--- config.mk ---
export PLATFORM = sky130hd
export DESIGN_NAME = updn_pot_master
export DESIGN_NICKNAME = d
export VERILOG_FILES = /design/src/rtl/updn_pot_pkg.sv /design/src/rtl/updn_pot_timer.sv /design/src/rtl/updn_pot_posest.sv /design/src/rtl/updn_pot_seq.sv /design/src/rtl/updn_pot_master.sv
export SDC_FILE = /design/constraint.sdc
export NUM_CORES = 1
export LEC_CHECK = 0
export ABC_AREA = 1
export BUFFER_PORTS_ARGS = -buffer_cell sky130_fd_sc_hd__buf_2
export CAP_MARGIN = 10
export CELL_PAD_IN_SITES_DETAIL_PLACEMENT = 0
export CELL_PAD_IN_SITES_GLOBAL_PLACEMENT = 2
export CORE_MARGIN = 1
export CORE_UTILIZATION = 31
export DETAILED_ROUTE_END_ITERATION = 6
export GPL_TIMING_DRIVEN = 0
export PLACE_DENSITY = 0.86
export RECOVER_POWER = 50
export SYNTH_ARGS = -nofsm -noshare
export SYNTH_HDL_FRONTEND = slang
export SYNTH_SLANG_ARGS = --single-unit
--- constraint.sdc ---
create_clock -name clk -period 2.35 [get_ports clk]
set_input_delay 0.235 -clock clk [delete_from_list [all_inputs] [get_ports clk]]
set_output_delay 0.235 -clock clk [all_outputs]
set_load 0.03 [all_outputs]
--- src/rtl/updn_pot_pkg.sv ---
package updn_pot_pkg;
    timeunit 1ns;
    timeprecision 1ps;

    // Sequencer phases
    typedef enum logic [2:0] {
        ST_IDLE,   // pins parked high, waiting for a command
        ST_SETUP,  // selected, direction settling before first fall
        ST_LOW,    // strobe low phase of a pulse
        ST_HIGH,   // strobe high phase between pulses
        ST_TAIL,   // quiet interval before release
        ST_DESEL,  // released without commit, strobe still low
        ST_RELAX,  // strobe back high before direction may move
        ST_HOLD    // commit hold-off, select kept high
    } pot_state_e;

    // Per-command mode latched at acceptance
    typedef struct packed {
        logic up;
        logic commit;
    } pot_mode_t;

    function automatic int unsigned umax(input int unsigned a, input int unsigned b);
        return (a > b) ? a : b;
    endfunction

    // Length of the high phase: honour both the high minimum and the cycle minimum
    function automatic int unsigned high_len(input int unsigned t_hi,
                                             input int unsigned t_lo,
                                             input int unsigned t_cyc);
        int unsigned rest;
        rest = (t_cyc > t_lo) ? (t_cyc - t_lo) : 1;
        return umax(t_hi, rest);
    endfunction
endpackage

--- src/rtl/updn_pot_timer.sv ---
module updn_pot_timer #(
    parameter int unsigned CNT_W = 8
) (
    input  logic             clk,
    input  logic             rst,
    input  logic             load,
    input  logic [CNT_W-1:0] load_val,
    output logic             expired
);
    timeunit 1ns;
    timeprecision 1ps;

    logic [CNT_W-1:0] cnt_q;

    always_ff @(posedge clk) begin
        if (rst) begin
            cnt_q <= '0;
        end else if (load) begin
            cnt_q <= load_val;
        end else if (cnt_q != '0) begin
            cnt_q <= cnt_q - 1'b1;
        end
    end

    assign expired = (cnt_q == '0);
endmodule

--- src/rtl/updn_pot_posest.sv ---
module updn_pot_posest #(
    parameter int unsigned POS_W   = 7,
    parameter int unsigned POS_MAX = 99,
    parameter int unsigned RST_POS = 0
) (
    input  logic             clk,
    input  logic             rst,
    input  logic             load_en,
    input  logic [POS_W-1:0] load_val,
    input  logic             step_fire,
    input  logic             step_up,
    output logic [POS_W-1:0] pos
);
    timeunit 1ns;
    timeprecision 1ps;

    localparam logic [POS_W-1:0] TOP = POS_W'(POS_MAX);
    localparam logic [POS_W-1:0] INI = POS_W'(RST_POS);

    logic [POS_W-1:0] pos_q;

    always_ff @(posedge clk) begin
        if (rst) begin
            pos_q <= INI;
        end else if (load_en) begin
            pos_q <= (load_val > TOP) ? TOP : load_val;
        end else if (step_fire) begin
            if (step_up) begin
                pos_q <= (pos_q >= TOP) ? TOP : pos_q + 1'b1;
            end else begin
                pos_q <= (pos_q == '0) ? '0 : pos_q - 1'b1;
            end
        end
    end

    assign pos = pos_q;
endmodule

--- src/rtl/updn_pot_seq.sv ---
module updn_pot_seq
    import updn_pot_pkg::*;
#(
    parameter int unsigned STEP_W      = 7,
    parameter int unsigned CNT_W       = 8,
    parameter int unsigned SETUP_CYC   = 1,
    parameter int unsigned LO_CYC      = 1,
    parameter int unsigned HI_CYC      = 1,
    parameter int unsigned LAST_LO_CYC = 1,
    parameter int unsigned TAIL_CYC    = 1,
    parameter int unsigned DESEL_CYC   = 1,
    parameter int unsigned RELAX_CYC   = 1,
    parameter int unsigned STORE_CYC   = 1
) (
    input  logic              clk,
    input  logic              rst,
    input  logic              cmd_valid,
    input  logic [STEP_W-1:0] cmd_steps,
    input  logic              cmd_up,
    input  logic              cmd_store,
    output logic              cmd_ready,
    output logic              busy,
    output logic              done,
    output logic              sel_n,
    output logic              step_n,
    output logic              dir,
    output logic              step_fire,
    output logic              tmr_load,
    output logic [CNT_W-1:0]  tmr_val,
    input  logic              tmr_zero
);
    timeunit 1ns;
    timeprecision 1ps;

    pot_state_e        st_q, st_d;
    pot_mode_t         mode_q, mode_d;
    logic [STEP_W-1:0] rem_q, rem_d;
    logic              sel_q, sel_d;
    logic              stp_q, stp_d;
    logic              dir_q, dir_d;
    logic              done_q, done_d;
    logic              last_fall;

    // The pulse about to fall is the final one of an uncommitted update
    assign last_fall = (rem_q == STEP_W'(1)) && !mode_q.commit;

    always_comb begin
        st_d      = st_q;
        mode_d    = mode_q;
        rem_d     = rem_q;
        sel_d     = sel_q;
        stp_d     = stp_q;
        dir_d     = dir_q;
        done_d    = 1'b0;
        tmr_load  = 1'b0;
        tmr_val   = '0;
        step_fire = 1'b0;
        unique case (st_q)
            ST_IDLE: begin
                if (cmd_valid) begin
                    mode_d.up     = cmd_up;
                    mode_d.commit = cmd_store;
                    rem_d         = cmd_steps;
                    if (cmd_steps == '0 && !cmd_store) begin
                        done_d = 1'b1;
                    end else begin
                        sel_d    = 1'b0;
                        dir_d    = cmd_up;
                        st_d     = ST_SETUP;
                        tmr_load = 1'b1;
                        tmr_val  = CNT_W'(SETUP_CYC - 1);
                    end
                end
            end
            ST_SETUP, ST_HIGH: begin
                if (tmr_zero) begin
                    if (rem_q == '0) begin
                        st_d     = ST_TAIL;
                        tmr_load = 1'b1;
                        tmr_val  = CNT_W'(TAIL_CYC - 1);
                    end else begin
                        stp_d     = 1'b0;
                        step_fire = 1'b1;
                        rem_d     = rem_q - 1'b1;
                        tmr_load  = 1'b1;
                        if (last_fall) begin
                            st_d    = ST_TAIL;
                            tmr_val = CNT_W'(LAST_LO_CYC - 1);
                        end else begin
                            st_d    = ST_LOW;
                            tmr_val = CNT_W'(LO_CYC - 1);
                        end
                    end
                end
            end
            ST_LOW: begin
                if (tmr_zero) begin
                    stp_d    = 1'b1;
                    tmr_load = 1'b1;
                    if (rem_q == '0) begin
                        st_d    = ST_TAIL;
                        tmr_val = CNT_W'(TAIL_CYC - 1);
                    end else begin
                        st_d    = ST_HIGH;
                        tmr_val = CNT_W'(HI_CYC - 1);
                    end
                end
            end
            ST_TAIL: begin
                if (tmr_zero) begin
                    sel_d    = 1'b1;
                    tmr_load = 1'b1;
                    if (mode_q.commit) begin
                        st_d    = ST_HOLD;
                        tmr_val = CNT_W'(STORE_CYC - 1);
                    end else begin
                        st_d    = ST_DESEL;
                        tmr_val = CNT_W'(DESEL_CYC - 1);
                    end
                end
            end
            ST_DESEL: begin
                if (tmr_zero) begin
                    stp_d    = 1'b1;
                    st_d     = ST_RELAX;
                    tmr_load = 1'b1;
                    tmr_val  = CNT_W'(RELAX_CYC - 1);
                end
            end
            ST_RELAX, ST_HOLD: begin
                if (tmr_zero) begin
                    st_d   = ST_IDLE;
                    done_d = 1'b1;
                end
            end
            default: st_d = ST_IDLE;
        endcase
    end

    always_ff @(posedge clk) begin
        if (rst) begin
            st_q   <= ST_IDLE;
            mode_q <= '0;
            rem_q  <= '0;
            sel_q  <= 1'b1;
            stp_q  <= 1'b1;
            dir_q  <= 1'b0;
            done_q <= 1'b0;
        end else begin
            st_q   <= st_d;
            mode_q <= mode_d;
            rem_q  <= rem_d;
            sel_q  <= sel_d;
            stp_q  <= stp_d;
            dir_q  <= dir_d;
            done_q <= done_d;
        end
    end

    assign cmd_ready = (st_q == ST_IDLE);
    assign busy      = (st_q != ST_IDLE);
    assign done      = done_q;
    assign sel_n     = sel_q;
    assign step_n    = stp_q;
    assign dir       = dir_q;
endmodule

--- src/rtl/updn_pot_master.sv ---
module updn_pot_master
    import updn_pot_pkg::*;
#(
    parameter int unsigned STEP_W      = 7,
    parameter int unsigned POS_W       = 7,
    parameter int unsigned POS_MAX     = 99,
    parameter int unsigned RST_POS     = 0,
    parameter int unsigned T_CS_SETUP  = 5,
    parameter int unsigned T_DIR_SETUP = 100,
    parameter int unsigned T_INC_LO    = 96,
    parameter int unsigned T_INC_HI    = 96,
    parameter int unsigned T_CYC_MIN   = 200,
    parameter int unsigned T_DIR_HOLD  = 10,
    parameter int unsigned T_TAIL      = 100,
    parameter int unsigned T_DESEL     = 10,
    parameter int unsigned T_STORE     = 1000000
) (
    input  logic              clk,
    input  logic              rst,
    input  logic              cmd_valid,
    output logic              cmd_ready,
    input  logic [STEP_W-1:0] cmd_steps,
    input  logic              cmd_up,
    input  logic              cmd_store,
    input  logic              load_en,
    input  logic [POS_W-1:0]  load_pos,
    output logic              pot_sel_n,
    output logic              pot_step_n,
    output logic              pot_dir,
    output logic              busy,
    output logic              done,
    output logic [POS_W-1:0]  pos_est
);
    timeunit 1ns;
    timeprecision 1ps;

    // Phase lengths in cycles, each at least one
    localparam int unsigned SETUP_CYC   = umax(1, umax(T_CS_SETUP, T_DIR_SETUP));
    localparam int unsigned LO_CYC      = umax(1, T_INC_LO);
    localparam int unsigned HI_CYC      = umax(1, high_len(T_INC_HI, T_INC_LO, T_CYC_MIN));
    localparam int unsigned LAST_LO_CYC = umax(LO_CYC, T_TAIL);
    localparam int unsigned TAIL_CYC    = umax(1, T_TAIL);
    localparam int unsigned DESEL_CYC   = umax(1, T_DESEL);
    localparam int unsigned RELAX_CYC   = umax(1, T_DIR_HOLD);
    localparam int unsigned STORE_CYC   = umax(1, T_STORE);
    localparam int unsigned LONGEST     = umax(umax(umax(SETUP_CYC, HI_CYC), umax(LAST_LO_CYC, TAIL_CYC)),
                                               umax(umax(DESEL_CYC, RELAX_CYC), STORE_CYC));
    localparam int unsigned CNT_W       = $clog2(LONGEST + 1);

    logic             tmr_load;
    logic [CNT_W-1:0] tmr_val;
    logic             tmr_zero;
    logic             step_fire;

    updn_pot_timer #(.CNT_W(CNT_W)) u_timer (
        .clk      (clk),
        .rst      (rst),
        .load     (tmr_load),
        .load_val (tmr_val),
        .expired  (tmr_zero)
    );

    updn_pot_seq #(
        .STEP_W      (STEP_W),
        .CNT_W       (CNT_W),
        .SETUP_CYC   (SETUP_CYC),
        .LO_CYC      (LO_CYC),
        .HI_CYC      (HI_CYC),
        .LAST_LO_CYC (LAST_LO_CYC),
        .TAIL_CYC    (TAIL_CYC),
        .DESEL_CYC   (DESEL_CYC),
        .RELAX_CYC   (RELAX_CYC),
        .STORE_CYC   (STORE_CYC)
    ) u_seq (
        .clk       (clk),
        .rst       (rst),
        .cmd_valid (cmd_valid),
        .cmd_steps (cmd_steps),
        .cmd_up    (cmd_up),
        .cmd_store (cmd_store),
        .cmd_ready (cmd_ready),
        .busy      (busy),
        .done      (done),
        .sel_n     (pot_sel_n),
        .step_n    (pot_step_n),
        .dir       (pot_dir),
        .step_fire (step_fire),
        .tmr_load  (tmr_load),
        .tmr_val   (tmr_val),
        .tmr_zero  (tmr_zero)
    );

    updn_pot_posest #(
        .POS_W   (POS_W),
        .POS_MAX (POS_MAX),
        .RST_POS (RST_POS)
    ) u_pos (
        .clk       (clk),
        .rst       (rst),
        .load_en   (load_en),
        .load_val  (load_pos),
        .step_fire (step_fire),
        .step_up   (pot_dir),
        .pos       (pos_est)
    );
endmodule

# Word-level counts from Yosys, hierarchy flattened
# Index checks and enable logic that the tools add are counted.
dict set report totals {
  input_bits 20
  output_inout_bits 13
  ff_bits 42
  elab_cells 111
}
dict set report op_classes {
  n_mux 52
  n_eq_ne 17
  n_lt_le_gt_ge 2
  bitwise_logic 1
  n_reduce_logical 26
  add_sub_neg 4
}
# cell count
set ops {}
lappend ops {{$mux 20} 8}
lappend ops {{$pmux 20 s5} 1}
lappend ops {{$mux 7} 10}
lappend ops {{$mux 3} 11}
lappend ops {{$logic_not 7->1} 3}
lappend ops {{$logic_not 20->1} 1}
lappend ops {{$reduce_bool 20->1} 1}
lappend ops {{$sub 20x1->20 const B} 1}
lappend ops {{$pmux 3 s6} 1}
lappend ops {{$ne 2x2->1 const B} 8}
lappend ops {{$pmux 7 s2} 1}
lappend ops {{$sub 7x1->7 const B} 2}
lappend ops {{$mux 1} 13}
lappend ops {{$eq 3x3->1 const B} 4}
lappend ops {{$reduce_and 4->1} 3}
lappend ops {{$reduce_bool 2->1} 5}
lappend ops {{$pmux 1 s2} 4}
lappend ops {{$add 7x1->7 const B} 1}
lappend ops {{$eq 7x1->1 const B} 1}
lappend ops {{$ge 7x7->1 const B} 1}
lappend ops {{$gt 7x7->1 const B} 1}
lappend ops {{$reduce_and 7->1} 1}
lappend ops {{$eq 3x2->1 const B} 2}
lappend ops {{$mux 6} 1}
lappend ops {{other kinds (13)} 17}

# Depth between registers and ports, before layout
# Gate-level depths: netlist (run 1).
dict set report depth {
  depth_word 7
  depth_mapped 12
  mapped_depth_nobuf 12
}

# Hierarchy
# From an unflattened synthesis (run 1), not the netlist that was laid out.
dict set report unflattened {
  hier_cells 488
  area_unflattened_um2 3308.2
}
# module instances cells_each area_each_um2 seq_area_each_um2
set by_module_without_submodules {}
lappend by_module_without_submodules {updn_pot_timer 1 194 1353.8 400.4}
lappend by_module_without_submodules {updn_pot_seq 1 182 1194.9 300.3}
lappend by_module_without_submodules {updn_pot_posest 1 112 759.5 140.1}

# Least setup slack after synthesis (run 1)
# Ideal clock, no wire load.
dict set report synth_path {
  path_type {register -> register}
  start {reg u_pos.pos_q[0], in the netlist u_pos.pos[0]}
  end {reg u_pos.pos_q[3], in the netlist u_pos.pos[3]}
  stages_incl_launch_ff 12
  synth_period_minus_slack_ps 1718
  setup_ps 65
  n_path_buf 0
  t_arrival_ps 1653
  path_slack_ps 632
  path_cell_list {dfxtp_1 inv_1 ha_1 nand2_1 nor2_1 nor2_1 nand2_1 o21ai_0 nand2_1 nand2_1 nor2_1 nor2_1}
}
dict set report synth_via {
  elab_chain_len 5
  elab_cells_between_ends 9
  classes_between {add/sub (2); order compare (1); mux (5); reduce/logical (1)}
}
# item line
set synth_rtl {}
lappend synth_rtl {{start: declaration} updn_pot_posest.sv:20} ;# logic [POS_W-1:0] pos_q;
lappend synth_rtl {{start signal: assignment} updn_pot_posest.sv:26} ;# pos_q <= (load_val > TOP) ? TOP : load_val;
lappend synth_rtl {{start signal: assignment} updn_pot_posest.sv:29} ;# pos_q <= (pos_q >= TOP) ? TOP : pos_q + 1'b1;
lappend synth_rtl {{start signal: assignment} updn_pot_posest.sv:31} ;# pos_q <= (pos_q == '0) ? '0 : pos_q - 1'b1;
lappend synth_rtl {{$sub 7x1->7 (tied with other cells)} updn_pot_posest.sv:31}
lappend synth_rtl {{$mux 7 (on tied branches)} {updn_pot_posest.sv:31, updn_pot_posest.sv:29}}
lappend synth_rtl {{$mux 7 *} updn_pot_posest.sv:28} ;# if (step_up) begin
lappend synth_rtl {{$mux 7 *} updn_pot_posest.sv:27} ;# end else if (step_fire) begin
lappend synth_rtl {{$mux 7 *} updn_pot_posest.sv:25} ;# end else if (load_en) begin
# Every way passes the cells marked *; elsewhere a longest branch is shown, timed or not. The select of a mux whose other input is x is not followed.
# A chain may end at the register's enable or synchronous reset.

# Worst setup path in the final report (run 1)
dict set report layout_path {
  start {reg u_seq.st_q[1]}
  end {reg u_timer.cnt_q[1]}
}
dict set report layout_via {
  elab_chain_len 4
  elab_cells_between_ends 12
  classes_between {eq/ne (5); mux (3); reduce/logical (4)}
}
# item line
set layout_rtl {}
lappend layout_rtl {{start: declaration} updn_pot_seq.sv:35} ;# pot_state_e st_q, st_d;
lappend layout_rtl {{start signal: assignment} updn_pot_seq.sv:150} ;# st_q <= st_d;
lappend layout_rtl {{$eq 3x1->1 (tied with other cells)} updn_pot_seq.sv:58} ;# unique case (st_q)
lappend layout_rtl {{$reduce_or 5->1 (no source line) / $reduce_or 2->1 (equally long branches)} --}
lappend layout_rtl {{$pmux 1 s2 / $pmux 20 s5 (equally long branches)} updn_pot_seq.sv:58}
lappend layout_rtl {{$mux 20 / $reduce_bool 2->1 (equally long branches)} --}
lappend layout_rtl {{end signal: assignment} updn_pot_timer.sv:19} ;# cnt_q <= load_val;
lappend layout_rtl {{end signal: assignment} updn_pot_timer.sv:21} ;# cnt_q <= cnt_q - 1'b1;
lappend layout_rtl {{end: declaration} updn_pot_timer.sv:13} ;# logic [CNT_W-1:0] cnt_q;
# Parallel ways exist; a longest one is shown, timed or not.

==> flow_metrics.py, run 1 <==
metrics = {
    "sta": {
        "timing.final.crit_period_ps": 1980,
        "totalNegativeSetupSlack_ps": 0,
        "tightest_slew_ps": 559,
        "period_share_pct": 84.3,
        "postLayoutSetupSlackWorst_ps": 369,
        "maxClockFrequency_ghz": 0.505,
        "final_max_slew_viol_count": 0,
        "worst_slew_margin_rel_pct": 62.7,
        "unrepaired_setup_endpoints_after_global_routing": "no",
        "timing_hold_violations_final": 0,
        "finClkSkew_ps": 12.2,
        "setup_viol": 0,
    },
    "setup_path": {
        "critical_path_buf_inv_count": 2,
        "critical_path.slowest_cell": "dfxtp_1",
        "worst-endpoint-required_ps": 2540,
        "worst_path_dominant_cell_family": "simple AND/OR/NAND/NOR gates",
        "list_of_cells_traversed_by_the_critical_path": "inv_1 > nand2_4 > nor2_1 > nand2_2 > nor2_1 > inv_1 > nand3_4 > nand2_1 > nor2_1 > nor2_1",
        "crit_fanout": 10,
        "cp-startpoint": "u_seq.st_q[1]$_SDFFE_PP0P_",
        "critical_path.reg2reg.startpoint": "u_seq.st_q[1]$_SDFFE_PP0P_",
        "worstSetupStartpointType": "flip-flop",
        "max_stage_delay_on_crit_path_ps": 330,
        "arrival_ps": 2170,
        "cell_with_the_most_instances_on_the_worst_path": "nor2_1",
        "criticalPathCategory": "flip-flop to flip-flop",
        "timing.critical_path.to_type": "flip-flop",
    },
    "logic_synthesis": {
        "netlist_top_cells_count": "nand2_1, nor2_1, inv_1, dfxtp_1, nand3_1",
        "post_synth.cell_area_avg_um2": 6.21,
        "synth_most_common_cell": "nand2_1",
        "netlist.top_cell.by_area": "dfxtp_1",
        "yosys_warnings": 0,
        "synth.cell_area_um2": 2950,
        "synth_top_flop_cell": "dfxtp_1",
        "synth.area.top_cells": "dfxtp_1, nand2_1, nor2_1",
        "synthCells": 475,
        "synth_fp_nets": 500,
        "async_flop_share_pct": 0,
        "post-synth-top-area-fraction_pct": 28.5,
        "synthDistinctLibCells": 39,
        "yosys_register_bits": 42,
        "number_of_enable_type_register_cells_in_the_synthesized_netlist": 0,
        "synth.yosys.seq_area_share_pct": 28.5,
    },
    "hold_path": {
        "timing.hold.worst.class": "primary input to flip-flop",
        "worst_hold_startpoint": "load_en",
    },
    "placement": {
        "placement.cell_area_um2": 3270,
        "number_of_buffer_cells_added_on_primary_ports": 32,
        "placed_wire_length_estimate_mm": 5.97,
        "gp_congestion": 0.778,
        "place_ws_ps": 452,
    },
    "detailed_routing": {
        "routed_via_density": 4.55,
        "vias": 2927,
        "final_antenna_violating_net_count": 0,
        "wl_mm": 7.49,
        "wl_per_cell_um": 11.6,
        "drt_drc_violations_left": 0,
        "detailedRoute.firstIterationViolations": 85,
        "detailedRoute.firstPassIterationCount": 4,
    },
    "cts": {
        "clock_tree.buffer_depth": 2,
        "cts-hold-fix-buffers": 0,
        "clk_transition_reported_paths_ps": 90,
        "clock_tree_from_tritoncts": "built",
        "cts.sink_count": 42,
        "tritoncts.num_buffers": 5,
        "cts-root-buf": "clkbuf_8",
        "cts_max_level": 2,
        "count_of_cells_resized_by_post_cts_repair": 0,
        "clock_latency_ps": 300,
        "post_cts_buffers": 0,
    },
    "floorplan": {
        "initial_utilization_pct": 31.9,
        "die_area_um2": 9900,
        "fp.coreArea_um2": 9240,
        "floorplan.die.width_um": 99.5,
        "rows": 35,
        "io-pin-count": 33,
        "fp.dieH_um": 99.5,
    },
    "finish": {
        "layout.cell_area.non_filler_um2": 3320,
        "area_growth_syn_to_layout_pct": 12.6,
        "number_of_fill_cells": 1079,
        "nNetsFinal": 539,
        "final_util_pct": 35.9,
        "fraction_of_final_layout_cells_with_drive_strength_greater_than_1_pct": 13.4,
        "antenna-diode-count": 0,
    },
    "power_and_ir_drop": {
        "net-switching-power_uw": 2240,
        "p_seq_share_pct": 26.3,
        "power.density_cell_area_nw_per_um2": 1300,
        "p_int_uw": 2080,
        "power_frac_comb_pct": 62.9,
        "static-leakage-power_uw": 0.00156,
        "p_clk_share_pct": 10.7,
        "vdd_drop_max_mv": 0.742,
        "report.power.total_uw": 4310,
        "switching_share_pct": 51.8,
    },
    "grt": {
        "grt_pass1_vias": 2753,
        "grt_pass1_wl_mm": 12.8,
        "number_of_antenna_violations_at_the_first_check_in_global_routing": 0,
        "track_usage_pct": 16.1,
        "gr-total-overflow": 0,
        "grt_start_max_net_pins": 13,
    },
    "outcome": {
        "outcome": "finished, final reports clean",
    },
    "job": {
        "max_cap_viol_count": 0,
    },
}
-- per-layer routing --
metal,global-route usage [%],vias to the layer above,share of wire (%)
li1,-,1586,-
met3,2.11,6,2.3
met1,20.7,1298,50
met5,0,-,0
met4,4.07,0,0.93
met2,28.4,37,47
-- sequential cells by signal (all words and copies together), names as in the netlist --
signal         cells
u_pos.pos          7
u_seq.sel_n        1
u_timer.cnt_q     20
u_seq.step_n       1
u_seq.rem_q        7
u_seq.mode_q       1
u_seq.dir          1
u_seq.st_q         3
u_seq.done         1
-- cell usage in the layout (no fill, tap or decap), drive strengths merged --
| cell | n |
|---|---|
| nor2 | 102 |
| a21oi | 23 |
| xor2 | 11 |
| dfxtp | 42 |
| and2 | 2 |
| or2 | 4 |
| clkinv | 2 |
| xnor2 | 3 |
| nand2 | 125 |
| ha | 5 |
| nand3b | 2 |
| buf | 26 |
| nand4 | 7 |
| o31ai | 2 |
| nor3 | 7 |
| o211ai | 1 |
| nor3b | 3 |
| nor4 | 1 |
| inv | 54 |
| a31oi | 1 |
| clkbuf | 22 |
| o21bai | 1 |
| nand3 | 37 |
| o21ai | 31 |
-- per-stage QoR --
step	hold slack (ps)	instances
2_1_floorplan	392	475
3_3_place_gp	464	636
3_5_place_dp	475	636
4_1_cts	219	643
5_1_grt	245	643
6_report	238	643
-- cell families (layout without fill, tap and decap cells) --
| group | Yosys count | count (layout) | share of synthesized area, % |
|---|---|---|---|
| AO/OA/AOI/OAI | 59 | 59 | 10.7 |
| XOR/XNOR | 14 | 14 | 4.16 |
| adder cells (fa/ha/maj) | 5 | 5 | 2.12 |
| buffers and inverters | 65 | 104 | 9.13 |
| flip-flops | 42 | 42 | 28.5 |
| AND/OR/NAND/NOR | 290 | 290 | 45.4 |
-- tightest hold or removal path, cell delays in order --
cell and delay (ps):
buf_2 110, nor3_1 60, nor3_2 90
-- power groups by stage --
stage	Combinational, µW	Clock [µW]	Sequential, µW
2_1_floorplan	2150	0	1160
3_3_place_gp	2740	0	1150
3_5_place_dp	2750	0	1150
4_1_cts	2770	499	1140
5_1_grt	3120	511	1170
6_report	2720	462	1140
-- final timing paths --
kind,to,cells after the start,slack [ps]
setup / recovery,u_timer.cnt_q[1]$_SDFFE_PP0P_,10,370
hold / removal,u_pos.pos[1]$_SDFFE_PP0P_,3,240
setup reg to reg,u_timer.cnt_q[1]$_SDFFE_PP0P_,10,370
hold reg to reg,u_timer.cnt_q[0]$_SDFFE_PP0P_,2,490
-- final cells by class --
cell class,instances,area (µm²),area share (%)
Sequential cell,42,841,25.3
Buffer,11,63.8,1.92
Clock inverter,2,10.0,0.302
Clock buffer,5,68.8,2.07
Tap cell,129,161,4.86
Timing Repair Buffer,32,144,4.33
Multi-Input combinational cell,368,1830,55.0
Inverter,54,205,6.18
(Power assumes the default switching activity.)
==> run 2: changes to the inputs <==
--- a/config.mk
+++ b/config.mk
@@ -5,16 +5,16 @@
 export SDC_FILE = /design/constraint.sdc
 export NUM_CORES = 1
 export LEC_CHECK = 0
-export ABC_AREA = 1
+export ABC_AREA = 0
 export BUFFER_PORTS_ARGS = -buffer_cell sky130_fd_sc_hd__buf_2
 export CAP_MARGIN = 10
 export CELL_PAD_IN_SITES_DETAIL_PLACEMENT = 0
 export CELL_PAD_IN_SITES_GLOBAL_PLACEMENT = 2
 export CORE_MARGIN = 1
-export CORE_UTILIZATION = 31
+export CORE_UTILIZATION = 34
 export DETAILED_ROUTE_END_ITERATION = 6
 export GPL_TIMING_DRIVEN = 0
-export PLACE_DENSITY = 0.86
+export PLACE_DENSITY = 0.87
 export RECOVER_POWER = 50
 export SYNTH_ARGS = -nofsm -noshare
 export SYNTH_HDL_FRONTEND = slang
==> constraint.sdc (replaced) <==
create_clock -name clk -period 2 [get_ports clk]
set_input_delay 0.2 -clock clk [delete_from_list [all_inputs] [get_ports clk]]
set_output_delay 0.2 -clock clk [all_outputs]
set_load 0.03 [all_outputs]
==> flow_metrics.py, run 2 <==
metrics = {
    "setup_path": {
        "max_stage_delay_on_crit_path_ps": 540,
        "criticalPathCategory": "flip-flop to flip-flop",
        "list_of_cells_traversed_by_the_critical_path": "inv_4 > ha_4 > or4b_4 > or4_4 > buf_8 > buf_4 > nor4_4 > xnor2_1 > o21a_1",
        "crit_fanout": 6,
        "arrival_ps": 2610,
        "worst_path_dominant_cell_family": "simple AND/OR/NAND/NOR gates",
        "reg2reg_setup_slack_ps": -410,
        "worstSetupStartpointType": "flip-flop",
        "critical_path.slowest_cell": "or4_4",
        "worst-endpoint-required_ps": 2200,
        "timing.critical_path.to_type": "flip-flop",
        "critical_path_buf_inv_count": 3,
    },
    "cts": {
        "cts_max_level": 2,
        "clock_tree_from_tritoncts": "built",
        "cts-root-buf": "clkbuf_8",
        "tritoncts.num_buffers": 5,
        "clock_latency_ps": 300,
        "cts.sink_count": 42,
        "cts-hold-fix-buffers": 0,
        "clock_tree.buffer_depth": 2,
        "clk_transition_reported_paths_ps": 90,
    },
    "floorplan": {
        "fp.dieH_um": 92.9,
        "io-pin-count": 33,
        "initial_utilization_pct": 35.8,
        "die_area_um2": 8630,
        "floorplan.die.width_um": 92.9,
        "fp.coreArea_um2": 7850,
        "rows": 32,
    },
    "power_and_ir_drop": {
        "switching_share_pct": 52.2,
        "net-switching-power_uw": 3970,
        "p_clk_share_pct": 7.4,
        "p_int_uw": 3630,
        "static-leakage-power_uw": 0.00147,
        "power.density_cell_area_nw_per_um2": 1910,
        "power_frac_comb_pct": 73.8,
        "p_seq_share_pct": 18.8,
        "vdd_drop_max_mv": 0.754,
    },
    "detailed_routing": {
        "final_antenna_violating_net_count": 0,
        "vias": 3281,
        "drt_drc_violations_left": 0,
        "detailedRoute.firstIterationViolations": 210,
        "detailedRoute.firstPassIterationCount": 5,
        "routed_via_density": 5.95,
        "wl_per_cell_um": 18.4,
        "wl_mm": 10.1,
    },
    "logic_synthesis": {
        "yosys_warnings": 0,
        "async_flop_share_pct": 0,
        "netlist_top_cells_count": "dfxtp_1, a21oi_1, nor2_1, nand2_1, o21ai_0",
        "synth.cell_area_um2": 2810,
        "number_of_enable_type_register_cells_in_the_synthesized_netlist": 0,
        "yosys_register_bits": 42,
        "netlist.top_cell.by_area": "dfxtp_1",
        "synthCells": 373,
        "synth_top_flop_cell": "dfxtp_1",
        "synth_fp_nets": 398,
        "post_synth.cell_area_avg_um2": 7.53,
        "synthDistinctLibCells": 62,
        "post-synth-top-area-fraction_pct": 29.9,
        "synth_most_common_cell": "dfxtp_1",
        "synth.area.top_cells": "dfxtp_1, a21oi_1, nor2_1",
        "synth.yosys.seq_area_share_pct": 29.9,
    },
    "sta": {
        "final_max_slew_viol_count": 0,
        "unrepaired_setup_endpoints_after_global_routing": "yes",
        "worst_slew_margin_rel_pct": 48.5,
        "period_share_pct": 121,
        "postLayoutSetupSlackWorst_ps": -414,
        "timing.final.crit_period_ps": 2410,
        "timing_hold_violations_final": 0,
        "tightest_slew_ps": 772,
        "finClkSkew_ps": 8.54,
        "setup_viol": 40,
        "final.hold.worst_slack_ps": 125,
        "maxClockFrequency_ghz": 0.414,
    },
    "grt": {
        "number_of_antenna_violations_at_the_first_check_in_global_routing": 0,
        "grt_pass1_wl_mm": 16.2,
        "grt_pass1_vias": 3091,
        "grt_start_max_net_pins": 13,
        "track_usage_pct": 23.8,
        "gr-total-overflow": 0,
    },
    "outcome": {
        "failing_checks": "negative setup slack",
        "outcome": "finished, violations left",
    },
    "placement": {
        "place.detailed.instances": 507,
        "placed_wire_length_estimate_mm": 6.62,
        "placement.cell_area_um2": 3170,
        "gp_congestion": 0.810,
        "number_of_buffer_cells_added_on_primary_ports": 32,
    },
    "finish": {
        "layout.cell_area.non_filler_um2": 3980,
        "top_register": "u_timer.cnt_q",
        "antenna-diode-count": 0,
        "final-instance-count-excl-fill": 551,
        "nNetsFinal": 474,
        "number_of_fill_cells": 792,
        "largest_register_ff_count": 20,
        "final_util_pct": 50.7,
        "area_growth_syn_to_layout_pct": 41.7,
        "mostFrequentLayoutCell": "dfxtp_1",
        "fraction_of_final_layout_cells_with_drive_strength_greater_than_1_pct": 35.0,
        "mostFrequentLayoutCells": "dfxtp_1, nor2_1, buf_4, nand2_1",
    },
    "job": {
        "max_cap_viol_count": 0,
    },
    "hold_path": {
        "timing.hold.worst.class": "primary input to flip-flop",
    },
}
run 2: final timing paths:
path / startpoint / endpoint / cells after the start
max: u_timer.cnt_q[1]$_SDFFE_PP0P_ / u_seq.rem_q[0]$_SDFFE_PP0P_ / 9
min: cmd_up / u_seq.dir$_SDFFE_PP0N_ / 3
min reg2reg: u_timer.cnt_q[13]$_SDFFE_PP0P_ / u_timer.cnt_q[13]$_SDFFE_PP0P_ / 2
max reg2reg: u_timer.cnt_q[1]$_SDFFE_PP0P_ / u_seq.rem_q[0]$_SDFFE_PP0P_ / 9
run 2: cell families (layout without fill, tap and decap cells):
kind of cell / Yosys count / after routing / share of synthesized area, %
and+or+nand+nor: 145 / 145 / 27.6
AOI/OAI and AO/OA: 124 / 124 / 28.5
DFF: 42 / 42 / 29.9
buffers and inverters: 38 / 114 / 5.61
xor gates and xnor gates: 16 / 16 / 4.99
adders and majority gates: 5 / 5 / 2.23
muxes: 3 / 3 / 1.11
run 2: through the flow:
step	TNS [ps]	total power, µW	setup WS, ps
2_1_floorplan	-6420	4160	-361
3_3_place_gp	-24670	5130	-934
3_5_place_dp	-22010	5090	-761
4_1_cts	-11910	7040	-403
5_1_grt	-16230	8060	-477
6_report	-13300	7600	-414
run 2: area by class of cell:
type | count | area, µm² | area share (%)
Buffer | 19 | 110 | 2.77
Inverter | 17 | 68.8 | 1.73
Clock inverter | 2 | 10.0 | 0.252
Tap cell | 102 | 128 | 3.21
Clock buffer | 5 | 68.8 | 1.73
Sequential cell | 42 | 852 | 21.4
Timing Repair Buffer | 71 | 494 | 12.4
Multi-Input combinational cell | 293 | 2250 | 56.5
run 2: power by group through the flow:
stage | clock network (µW) | registers (µW) | logic [µW]
after detailed placement | 0 | 1390 | 3710
after CTS | 569 | 1410 | 5050
after global routing | 604 | 1460 | 6000
final | 560 | 1430 | 5610
after global placement | 0 | 1380 | 3750
after floorplan | 0 | 1370 | 2790
run 2: what timing repair did:
item / CTS / global route
setup endpoints to repair: 41 / 41
buffers inserted: 29 / 10
pin swaps: 32 / 17
gates resized for setup: 79 / 23
run 2: metal layers:
layer	GRT usage [%]	wire length [µm]
met5	0	0
met4	6.54	162
met3	3.45	569
met2	38.9	4770
met1	32.5	4620
run 2: worst register-to-register path, cell delays in order (launching register included):
cell	delay, ps
dfxtp_4	360
inv_4	60
ha_4	130
or4b_4	480
or4_4	540
buf_8	150
buf_4	130
nor4_4	160
xnor2_1	120
o21a_1	170
==> run 3: changes to the inputs <==
--- a/config.mk
+++ b/config.mk
@@ -11,11 +11,12 @@
 export CELL_PAD_IN_SITES_DETAIL_PLACEMENT = 0
 export CELL_PAD_IN_SITES_GLOBAL_PLACEMENT = 2
 export CORE_MARGIN = 1
-export CORE_UTILIZATION = 34
+export CORE_UTILIZATION = 35
 export DETAILED_ROUTE_END_ITERATION = 6
 export GPL_TIMING_DRIVEN = 0
 export PLACE_DENSITY = 0.87
 export RECOVER_POWER = 50
 export SYNTH_ARGS = -nofsm -noshare
 export SYNTH_HDL_FRONTEND = slang
+export SYNTH_HIERARCHICAL = 1
 export SYNTH_SLANG_ARGS = --single-unit
==> flow_metrics.py, run 3 <==
metrics = {
    "outcome": {
        "outcome": "finished, violations left",
        "failing_checks": "negative setup slack",
    },
    "grt": {
        "track_usage_pct": 20.1,
        "grt_start_max_net_pins": 18,
        "grt_pass1_wl_mm": 14.1,
        "gr-total-overflow": 0,
        "number_of_antenna_violations_at_the_first_check_in_global_routing": 0,
        "grt_pass1_vias": 2848,
    },
    "placement": {
        "placement.cell_area_um2": 3350,
        "gp_congestion": 0.836,
        "number_of_buffer_cells_added_on_primary_ports": 32,
        "place_ws_ps": -1130,
        "placed_wire_length_estimate_mm": 5.76,
    },
    "finish": {
        "largest_register_ff_count": 20,
        "antenna-diode-count": 0,
        "fraction_of_final_layout_cells_with_drive_strength_greater_than_1_pct": 39.4,
        "number_of_fill_cells": 823,
        "top_register": "u_timer/cnt_q",
        "mostFrequentLayoutCells": "buf_4, dfxtp_1, nand2_1, buf_6, buf_2",
        "area_growth_syn_to_layout_pct": 39.4,
        "mostFrequentLayoutCell": "buf_4",
        "nNetsFinal": 487,
        "layout.cell_area.non_filler_um2": 4150,
    },
    "cts": {
        "cts.sink_count": 42,
        "tritoncts.num_buffers": 5,
        "clock_tree.buffer_depth": 2,
        "cts_max_level": 2,
        "clock_tree_from_tritoncts": "built",
        "cts-hold-fix-buffers": 0,
        "cts-root-buf": "clkbuf_8",
        "clock_latency_ps": 290,
        "clk_transition_reported_paths_ps": 80,
    },
    "sta": {
        "postLayoutSetupSlackWorst_ps": -670,
        "unrepaired_setup_endpoints_after_global_routing": "yes",
        "totalNegativeSetupSlack_ps": -20140,
        "final_max_slew_viol_count": 0,
        "setup_viol": 40,
        "timing.final.crit_period_ps": 2670,
        "period_share_pct": 133,
        "final.hold.worst_slack_ps": 155,
        "finClkSkew_ps": 4.67,
        "worst_slew_margin_rel_pct": 45.1,
        "maxClockFrequency_ghz": 0.375,
        "tightest_slew_ps": 821,
        "timing_hold_violations_final": 0,
    },
    "job": {
        "max_cap_viol_count": 0,
    },
    "power_and_ir_drop": {
        "static-leakage-power_uw": 0.00166,
        "power.density_cell_area_nw_per_um2": 1350,
        "vdd_drop_max_mv": 0.584,
    },
    "detailed_routing": {
        "routed_via_density": 5.34,
        "detailedRoute.firstPassIterationCount": 4,
        "wl_mm": 8.87,
        "detailedRoute.firstIterationViolations": 134,
        "vias": 3013,
        "drt_drc_violations_left": 0,
        "final_antenna_violating_net_count": 0,
        "wl_per_cell_um": 15.7,
    },
    "logic_synthesis": {
        "post-synth-top-area-fraction_pct": 28.3,
        "yosys_register_bits": 42,
        "netlist.top_cell.by_area": "dfxtp_1",
        "netlist_top_cells_count": "dfxtp_1, nand2_1, a21oi_1, nor2_1, inv_1",
        "synth.cell_area_um2": 2980,
        "post_synth.cell_area_avg_um2": 8.09,
        "yosys_warnings": 6,
        "synthCells": 368,
        "synth.area.top_cells": "dfxtp_1, xnor2_1, a21oi_1",
        "number_of_enable_type_register_cells_in_the_synthesized_netlist": 0,
        "synth_top_flop_cell": "dfxtp_1",
        "async_flop_share_pct": 0,
        "synth_most_common_cell": "dfxtp_1",
        "synthDistinctLibCells": 75,
        "synth.yosys.seq_area_share_pct": 28.3,
    },
    "setup_path": {
        "worst-endpoint-required_ps": 2170,
        "rr_endpoint": "u_pos/pos[6]$_SDFFE_PP0P_",
        "arrival_ps": 2840,
        "crit_fanout": 7,
        "critical_path.slowest_cell": "or4_4",
        "timing.critical_path.to_type": "flip-flop",
        "reg2reg_setup_slack_ps": -670,
        "criticalPathCategory": "flip-flop to flip-flop",
        "reg2regPathDepth": 11,
        "worst_path_dominant_cell_family": "simple AND/OR/NAND/NOR gates",
        "list_of_cells_traversed_by_the_critical_path": "or4_4 > nor4_4 > and2b_2 > and3b_2 > o31ai_4 > inv_2 > buf_6 > clkinvlp_4 > nor4b_4 > a211o_1 > a21oi_2",
        "worstSetupStartpointType": "flip-flop",
        "max_stage_delay_on_crit_path_ps": 560,
        "critical_path.reg2reg.startpoint": "u_timer/cnt_q[12]$_SDFFE_PP0P_",
        "critical_path_buf_inv_count": 3,
    },
    "floorplan": {
        "rows": 33,
        "floorplan.die.width_um": 94.2,
        "fp.dieH_um": 94.2,
        "die_area_um2": 8870,
        "initial_utilization_pct": 36.2,
        "io-pin-count": 33,
        "fp.coreArea_um2": 8220,
    },
    "hold_path": {
        "worst_hold_startpoint": "cmd_up",
        "min_delay_worst_endpoint": "u_seq/dir$_SDFFE_PP0N_",
        "timing.hold.worst.class": "primary input to flip-flop",
        "worst_hold_path_cell_count": 3,
    },
}
run 3: power breakdown:
| group | internal (µW) | switching, µW |
|---|---|---|
| Combinational | 1790 | 1840 |
| Sequential | 1080 | 274 |
| Clock | 268 | 313 |
run 3: layout make-up:
cell class,instances,area [µm²],area share [%]
Inverter,22,91.3,2.20
Buffer,30,255,6.16
Multi-Input combinational cell,277,2090,50.5
Sequential cell,42,850,20.5
Tap cell,105,131,3.17
Clock buffer,6,82.6,1.99
Timing Repair Buffer,82,642,15.5
run 3: worst max path at each step:
stage	start	end	slack, ps	cells past startpoint
after floorplan	u_timer/cnt_q[0]$_SDFFE_PP0P_	u_pos/pos[1]$_SDFFE_PP0P_	-700	13
after global placement	u_timer/cnt_q[0]$_SDFFE_PP0P_	u_timer/cnt_q[6]$_SDFFE_PP0P_	-1080	14
after detailed placement	u_timer/cnt_q[1]$_SDFFE_PP0P_	u_timer/cnt_q[5]$_SDFFE_PP0P_	-1130	14
after CTS	u_timer/cnt_q[1]$_SDFFE_PP0P_	u_pos/pos[6]$_SDFFE_PP0P_	-730	14
after global routing	u_timer/cnt_q[12]$_SDFFE_PP0P_	u_pos/pos[5]$_SDFFE_PP0P_	-770	11
final	u_timer/cnt_q[12]$_SDFFE_PP0P_	u_pos/pos[6]$_SDFFE_PP0P_	-670	11
run 3: metal layers:
| metal | track usage [%] | vias to the layer above | routed length, µm |
|---|---|---|---|
| met5 | 0 | - | 0 |
| met4 | 5.00 | 0 | 78 |
| met3 | 2.67 | 6 | 255 |
| met2 | 33.9 | 57 | 4410 |
| met1 | 26.9 | 1446 | 4130 |
| li1 | - | 1504 | - |
run 3: timing repair:
item / 4_1_cts / 5_1_grt
gates resized for setup: 48 / 39
gates cloned: 0 / 2
endpoints found under the setup margin: 40 / 41
pin swaps: 20 / 19
setup buffers: 37 / 18
run 3: cells by family after synthesis:
logic type	count (synthesis)	synth area share, %
simple gates	142	27.0
xor+xnor	20	5.89
flops	42	28.3
mux	2	0.673
compound gates	99	24.8
fa+ha+maj	7	2.94
other cells	1	0.126
buf+inv	55	10.3
run 3: metrics by stage:
stage,utilization [%],std cells,total power (µW)
finish,50.5,564,5580
global route,50.5,564,5950
CTS,47.8,554,5430
detailed placement,40.7,511,3900
global placement,40.7,511,3880
floorplan,-,374,3360
run 3: worst register-to-register path: cells and delay by family, from the launching register on:
| family | cells | cell delay [ps] |
|---|---|---|
| simple gates | 5 | 1550 |
| buf+inv | 3 | 360 |
| flops | 1 | 330 |
| compound gates | 3 | 310 |
